==> src/rtl/wdt_pkg.sv <==
package wdt_pkg;
    localparam int BUS_W = 16;
    localparam int PRE_W = 8;
    localparam int SEL_W = 2;

    localparam logic [1:0] IDX_CTRL  = 2'd0;
    localparam logic [1:0] IDX_LOAD  = 2'd1;
    localparam logic [1:0] IDX_COUNT = 2'd2;
    localparam logic [1:0] IDX_CLEAR = 2'd3;

    typedef enum logic [1:0] {
        ST_HALT = 2'd0,
        ST_RUN  = 2'd1,
        ST_WRAP = 2'd2
    } wdt_state_e;

    typedef struct packed {
        logic [PRE_W-1:0] pre;
        logic [SEL_W-1:0] div_sel;
        logic             run;
        logic             irq_en;
        logic             rst_en;
    } wdt_ctrl_t;
endpackage

==> src/rtl/wdt_regfile.sv <==
module wdt_regfile
    import wdt_pkg::*;
#(
    parameter logic [BUS_W-1:0] LOAD_INIT = 16'h8000
) (
    input  logic             clk,
    input  logic             rst_n,
    input  logic             wr_en,
    input  logic             rd_en,
    input  logic [1:0]       idx,
    input  logic [BUS_W-1:0] wdata,
    input  logic [BUS_W-1:0] count_val,
    output wdt_ctrl_t        ctrl,
    output logic [BUS_W-1:0] reload,
    output logic             count_wr,
    output logic             clear_wr,
    output logic [BUS_W-1:0] rdata,
    output logic             rvalid
);
    logic [BUS_W-1:0] rd_mux;

    always_ff @(posedge clk or negedge rst_n) begin
        if (!rst_n) begin
            ctrl   <= '0;
            reload <= LOAD_INIT;
        end else if (wr_en) begin
            if (idx == IDX_CTRL) begin
                ctrl.pre     <= wdata[15:8];
                ctrl.run     <= wdata[5];
                ctrl.div_sel <= wdata[4:3];
                ctrl.irq_en  <= wdata[2];
                ctrl.rst_en  <= wdata[0];
            end
            if (idx == IDX_LOAD) reload <= wdata;
        end
    end

    assign count_wr = wr_en && (idx == IDX_COUNT);
    assign clear_wr = wr_en && (idx == IDX_CLEAR) && wdata[0];

    always_comb begin
        unique case (idx)
            IDX_CTRL:  rd_mux = {ctrl.pre, 2'b00, ctrl.run, ctrl.div_sel,
                                 ctrl.irq_en, 1'b0, ctrl.rst_en};
            IDX_LOAD:  rd_mux = reload;
            IDX_COUNT: rd_mux = count_val;
            default:   rd_mux = '0;
        endcase
    end

    always_ff @(posedge clk or negedge rst_n) begin
        if (!rst_n) begin
            rdata  <= '0;
            rvalid <= 1'b0;
        end else begin
            rvalid <= rd_en;
            if (rd_en) rdata <= rd_mux;
        end
    end
endmodule

==> src/rtl/wdt_prescaler.sv <==
module wdt_prescaler #(
    parameter int PRE_W     = 8,
    parameter int SEL_W     = 2,
    parameter int BASE_LOG2 = 4
) (
    input  logic             clk,
    input  logic             rst_n,
    input  logic             run,
    input  logic [PRE_W-1:0] pre,
    input  logic [SEL_W-1:0] div_sel,
    output logic             tick
);
    localparam int DIV_W = BASE_LOG2 + (1 << SEL_W) - 1;

    logic [PRE_W-1:0] pre_cnt;
    logic [DIV_W-1:0] div_cnt;
    logic [DIV_W-1:0] mask;
    logic             stage1;

    assign stage1 = run && (pre_cnt >= pre);

    for (genvar i = 0; i < DIV_W; i++) begin : g_mask
        assign mask[i] = (i < (BASE_LOG2 + int'(div_sel)));
    end

    always_ff @(posedge clk or negedge rst_n) begin
        if (!rst_n) begin
            pre_cnt <= '0;
            div_cnt <= '0;
        end else if (!run) begin
            pre_cnt <= '0;
            div_cnt <= '0;
        end else if (stage1) begin
            pre_cnt <= '0;
            div_cnt <= div_cnt + 1'b1;
        end else begin
            pre_cnt <= pre_cnt + 1'b1;
        end
    end

    assign tick = stage1 && ((div_cnt & mask) == mask);
endmodule

==> src/rtl/wdt_sequencer.sv <==
module wdt_sequencer
    import wdt_pkg::*;
#(
    parameter int               CNT_W      = 16,
    parameter int               RST_CYCLES = 4,
    parameter logic [CNT_W-1:0] CNT_INIT   = 16'h8000
) (
    input  logic             clk,
    input  logic             rst_n,
    input  logic             run,
    input  logic             tick,
    input  logic             irq_en,
    input  logic             rst_en,
    input  logic             count_wr,
    input  logic             clear_wr,
    input  logic [CNT_W-1:0] wdata,
    input  logic [CNT_W-1:0] reload,
    output logic [CNT_W-1:0] count,
    output wdt_state_e       state,
    output logic             expire,
    output logic             irq_o,
    output logic             rst_req_o
);
    localparam int PW = $clog2(RST_CYCLES + 1);
    localparam logic [PW-1:0] PULSE_LEN = PW'(RST_CYCLES);

    wdt_state_e      nxt;
    logic [PW-1:0]   pulse_cnt;

    always_ff @(posedge clk or negedge rst_n) begin
        if (!rst_n) state <= ST_HALT;
        else        state <= nxt;
    end

    always_comb begin
        nxt = state;
        unique case (state)
            ST_HALT: if (run) nxt = ST_RUN;
            ST_RUN: begin
                if (!run)                               nxt = ST_HALT;
                else if (count_wr)                      nxt = ST_RUN;
                else if (tick && (count <= CNT_W'(1)))  nxt = ST_WRAP;
            end
            ST_WRAP: begin
                if (!run)                  nxt = ST_HALT;
                else if (count_wr || tick) nxt = ST_RUN;
            end
            default: nxt = ST_HALT;
        endcase
    end

    assign expire = (state == ST_RUN) && run && tick && !count_wr &&
                    (count <= CNT_W'(1));

    always_ff @(posedge clk or negedge rst_n) begin
        if (!rst_n) begin
            count <= CNT_INIT;
        end else if (count_wr) begin
            count <= wdata;
        end else if (run && tick) begin
            if (state == ST_WRAP)                             count <= reload;
            else if (state == ST_RUN && count != '0)          count <= count - 1'b1;
        end
    end

    always_ff @(posedge clk or negedge rst_n) begin
        if (!rst_n) begin
            irq_o     <= 1'b0;
            pulse_cnt <= '0;
        end else begin
            if (expire && irq_en) irq_o <= 1'b1;
            else if (clear_wr)    irq_o <= 1'b0;
            if (expire && rst_en)     pulse_cnt <= PULSE_LEN;
            else if (pulse_cnt != '0) pulse_cnt <= pulse_cnt - 1'b1;
        end
    end

    assign rst_req_o = (pulse_cnt != '0);
endmodule

==> src/rtl/wdt_prescaled.sv <==
module wdt_prescaled
    import wdt_pkg::*;
#(
    parameter int RST_CYCLES = 4
) (
    input  logic              clk,
    input  logic              rst_n,
    input  logic              bus_wr,
    input  logic              bus_rd,
    input  logic [3:2]        bus_addr,
    input  logic [15:0]       bus_wdata,
    output logic [15:0]       bus_rdata,
    output logic              bus_rvalid,
    output logic              irq_o,
    output logic              rst_req_o
);
    wdt_ctrl_t        ctrl;
    logic [BUS_W-1:0] reload;
    logic [BUS_W-1:0] count;
    logic             count_wr;
    logic             clear_wr;
    logic             tick;
    logic             expire;
    wdt_state_e       state;
    logic             run_w;
    logic             irq_en_w;
    logic             rst_en_w;

    assign run_w    = ctrl.run;
    assign irq_en_w = ctrl.irq_en;
    assign rst_en_w = ctrl.rst_en;

    wdt_regfile #(.LOAD_INIT(16'h8000)) u_regs (
        .clk(clk), .rst_n(rst_n), .wr_en(bus_wr), .rd_en(bus_rd),
        .idx(bus_addr), .wdata(bus_wdata), .count_val(count),
        .ctrl(ctrl), .reload(reload), .count_wr(count_wr),
        .clear_wr(clear_wr), .rdata(bus_rdata), .rvalid(bus_rvalid)
    );

    wdt_prescaler #(.PRE_W(PRE_W), .SEL_W(SEL_W), .BASE_LOG2(4)) u_pre (
        .clk(clk), .rst_n(rst_n), .run(run_w), .pre(ctrl.pre),
        .div_sel(ctrl.div_sel), .tick(tick)
    );

    wdt_sequencer #(.CNT_W(BUS_W), .RST_CYCLES(RST_CYCLES), .CNT_INIT(16'h8000)) u_seq (
        .clk(clk), .rst_n(rst_n), .run(run_w), .tick(tick),
        .irq_en(irq_en_w), .rst_en(rst_en_w), .count_wr(count_wr),
        .clear_wr(clear_wr), .wdata(bus_wdata), .reload(reload),
        .count(count), .state(state), .expire(expire),
        .irq_o(irq_o), .rst_req_o(rst_req_o)
    );
endmodule

==> config.mk <==
export PLATFORM = sky130hd
export DESIGN_NAME = wdt_prescaled
export DESIGN_NICKNAME = d
export VERILOG_FILES = /design/src/rtl/wdt_pkg.sv /design/src/rtl/wdt_regfile.sv /design/src/rtl/wdt_prescaler.sv /design/src/rtl/wdt_sequencer.sv /design/src/rtl/wdt_prescaled.sv
export SDC_FILE = /design/constraint.sdc
export NUM_CORES = 1
export LEC_CHECK = 0
export BUFFER_PORTS_ARGS = -buffer_cell sky130_fd_sc_hd__buf_4
export CORE_UTILIZATION = 55
export CTS_CLUSTER_SIZE = 8
export DETAILED_ROUTE_END_ITERATION = 8
export HOLD_SLACK_MARGIN = 0.1
export PLACE_DENSITY = 0.75
export SETUP_SLACK_MARGIN = 0.3
export SLEW_MARGIN = 30
export SYNTH_ARGS = -nofsm -noshare
export SYNTH_HDL_FRONTEND = slang
export SYNTH_SLANG_ARGS = --single-unit
==> constraint.sdc <==
create_clock -name clk -period 6.6 [get_ports clk]
set_clock_uncertainty 0.05 [all_clocks]
set_input_delay 1.32 -clock clk [delete_from_list [all_inputs] [get_ports clk]]
set_output_delay 1.32 -clock clk [all_outputs]
set_load 0.005 [all_outputs]
==> metrics.md <==
| Metric | Value |
|---|---|
| Setup TNS Final | `0 ps` |
| Dominant cells by area after synthesis | `dfrtp_1 (46%), mux2i_1 (5.6%), mux2_2 (5.1%), nor2_1 (5.1%), a21oi_1 (4.5%)` |
| Util after Layout | `0.639` |
| RSZ-0062 raised after global routing | `false` |
| Final period util | `0.442` |
| Crit-path max FO | `18` |
| Asr flop ratio synth | `1.00` |
| # resized after CTS | `0` |
| Register area | `0.00208 mm2` |
| DR pass1 iterations | `5` |
| N_diodes | `0` |
| Least-Margin Pin Slew | `approximately 830 ps` |
| Seq pwr share | `0.510` |
| Largest net degree at the start of global routing | `84` |
| GR Overflow Total | `0` |
| P&R area growth vs syn | `11.5%` |
| Initial Utilization | `0.573` |
| CTS tree | `done` |
| Max Buffers Root-to-Sink | `2` |
| Psw | `between 0.3 and 0.4 mW` |
| Sequential share of the synthesized area | `0.467` |
| Via count | `3,481` |
| Post-Synthesis Cells | `roughly 460` |
| Multi-input logic area | `0.00217 mm2` |
| Top FF cell, synth | `dfrtp_1` |
| Wire per inst | `16.3 um` |
| Max-cap violations | `0` |
| Hold path start | `u_regs.rdata[14]$_DFFE_PN0P_` |
| Pleak | `around 2.2 nW` |
| Cell Pwr Density | `~260 mW/mm2` |
| Design Power | `around 1.3 mW` |
| Worst reg2reg endpoint | `u_seq.count[5]$_DFFE_PN0P_` |
| Reg clk slew, reported paths | `around 80 ps` |
| Setup Buffers After CTS | `0` |
| Syn Nets | `between 400 and 500` |
| Max Freq | `around 0.34 GHz` |
| Layout net count | `about 530` |
| Worst path arrival time | `around 3000 ps` |
| Clk sinks | `83` |
| Worst hold margin | `472 ps` |
| Layout Cells excl Fill | `594` |
| PortBufs | `40` |
| CTS Buf Count | `9` |
| Placed insts | `581` |
| Register-to-register setup slack | `3680 ps` |
| Synthesized flop and latch total | `83` |
| # hold bufs at CTS | `0` |
| Final hold violation count | `0` |
| Max_slew headroom | `0.445` |
| CP endpoint kind | `flip-flop` |
| Reg-to-Reg Start | `u_seq.count[1]$_DFFE_PN0P_` |
| R2R depth | `8` |
| HPWL Detailed | `6710 um` |
| Initial drt markers | `296` |
| Core ar. | `about 0.0078 mm2` |
| Clock Latency Late Sink | `around 350 ps` |
| Min-Delay Path Class | `reg2reg` |
| Fraction of layout cells with a size suffix above 1 | `0.181` |
| Unique cell type count in the Yosys netlist | `54` |
| # setup viols final | `0` |
| Post-Route WL | `~9700 um` |
| Net Sw Frac | `0.285` |
| Mapped Avg Cell Area | `slightly below 10 um2` |
| Max VDD drop | `0.000122 V` |
| Synth top area share | `0.455` |
| Post-Syn Area | `0.00445 mm2` |
| Hold path endpoint | `u_regs.rdata[14]$_DFFE_PN0P_` |
| Clk pwr share | `0.304` |
| Final Max Tran Viols | `0` |
| Comb power frac | `0.186` |
| Htree depth | `3` |
| Crit path kind | `reg2reg` |
| CTS root buffer | `clkbuf_8` |
| Fill count | `between 600 and 700` |
| Number of global-route vias before repair | `3,442` |
| Row count | `32` |
| Initial antenna violation count | `0` |
| Routed vias/inst | `5.86` |
| Gpl congestion | `a little under 0.9` |
| DRC Markers | `0` |
| First-pass GRT wire length | `between 15,000 and 20,000 um` |
| GRT Overall Usage | `0.255` |
| Internal Power | `around 0.9 mW` |
| DIE WIDTH | `slightly above 90 um` |
| Worst Path Required | `approximately 6800 ps` |
| Fin crit period | `between 2000 and 3000 ps` |
| IO Pins | `slightly above 40` |
| Post-synth EDFFs | `0` |
| Post-synth top area cell | `dfrtp_1` |
| Die height | `around 92 um` |
| Hold path depth | `2` |
| Antenna Nets Post-Route | `0` |
| Syn. warnings | `0` |
| Die ar. | `roughly 0.0085 mm2` |
| Critical Path Source Type | `flip-flop` |
| Status | `complete, no violations` |
[how the worst max path moves through the flow]
stage	from	endpoint	slack [ps]	cells past startpoint
finish	u_seq.count[1]$_DFFE_PN0P_	u_seq.count[5]$_DFFE_PN0P_	3680	8
global route	u_seq.count[0]$_DFFE_PN0P_	u_seq.count[5]$_DFFE_PN0P_	3440	8
CTS	u_seq.count[1]$_DFFE_PN0P_	u_seq.count[5]$_DFFE_PN0P_	3680	8
detailed placement	bus_addr[3]	u_seq.pulse_cnt[1]$_DFFE_PN0P_	3450	7
global placement	bus_addr[3]	u_seq.state[0]$_DFFE_PN0P_	3530	5
floorplan	bus_addr[3]	u_regs.reload[10]$_DFFE_PN0P_	3660	6
[power by group through the flow]
stage	registers, mW	clock network (mW)	logic [mW]
after floorplan	0.633	0	0.165
after detailed placement	0.657	0	0.236
after global routing	0.658	0.416	0.270
final	0.648	0.386	0.236
after CTS	0.647	0.396	0.238
after global placement	0.654	0	0.229
[worst max-delay path, cell delays in order, from the launching register on]
cell and delay (ps):
dfrtp_1 450, inv_1 120, ha_1 220, nor3b_1 400, and2_1 230, a41oi_1 250, o21ai_4 660, mux2i_1 290
o21ai_0 100
[flip-flops by register name, summed over array words and instances (netlist names)]
signal,flops
u_pre.div_cnt,7
u_seq.irq_o,1
u_regs.rdata,16
u_regs.ctrl,13
u_seq.pulse_cnt,3
u_regs.rvalid,1
u_regs.reload,16
u_seq.count,16
u_seq.state,2
u_pre.pre_cnt,8
[cells in the final DEF, fill, tap and decap left out, types with 2 or more instances in the layout]
cell       Yosys  routed
nand4_1        4       4
nor3b_1        3       2
nor2b_1        5       4
mux2i_1       25      25
a22oi_1        3       3
o21ai_0       29      29
a221oi_1       2       2
dfstp_2        2       2
o21ai_1        4       4
nand2b_1       2       2
inv_1         16      16
or3_1          4       4
clkbuf_8       2      10
mux2_2        20      20
and2_1         2       2
bufinv_16      0       2
xnor2_1       13      13
a211oi_1       2       2
nand2_1       44      44
ha_1          14      14
nand3_1       14      14
nor2_1        60      60
xor2_1        10      10
and3_1         6       6
dfrtp_1       81      81
nor3_1         3       3
a21oi_1       40      40
a211o_1        2       2
buf_4          0      41
nor3_2         3       3
nor4_1         3       3
[cells by family (layout without fill, tap and decap cells)]
logic type                 after synthesis  count (layout)  synth area share
AOI/OAI and AO/OA                       96              96             0.126
buffers and inverters                   39              72            0.0464
adders and majority gates               14              14            0.0393
and+or+nand+nor                        159             159             0.169
muxes                                   45              45             0.107
xor gates and xnor gates                23              23            0.0452
DFF                                     83              83             0.467
[stage by stage]
step	worst slack [ps]	area (um2)
floorplan	3660	4450
global placement	3530	4760
detailed placement	3450	4760
CTS	3680	4970
global route	3440	4970
finish	3680	4970
[Yosys cell counts (4+ instances only)]
| library cell | number |
|---|---|
| ha_1 | 14 |
| inv_1 | 16 |
| nor2b_1 | 5 |
| a21oi_1 | 40 |
| nand2_1 | 44 |
| buf_6 | 4 |
| nand4_1 | 4 |
| mux2_2 | 20 |
| and3_1 | 6 |
| o21ai_1 | 4 |
| nor2_1 | 60 |
| nand3_1 | 14 |
| or3_1 | 4 |
| xor2_1 | 10 |
| xnor2_1 | 13 |
| mux2i_1 | 25 |
| clkbuf_1 | 12 |
| dfrtp_1 | 81 |
| o21ai_0 | 29 |
[metal layers]
metal  track usage  part of all wire  vias up
li1              -                 -     1662
met4        0.0807            0.0062        0
met1         0.352              0.47     1713
met2         0.405              0.47      100
met3        0.0514             0.056        6
met5             0                 0        -
[area by class of cell]
class	count	share of cell area
repair buffers	42	0.0642
multi-input cells	337	0.438
well taps	102	0.0257
clock buffers	10	0.0277
flip-flops and latches	83	0.419
inverters	17	0.0128
clock inverters	3	0.0131
(Power assumes the default switching activity.)
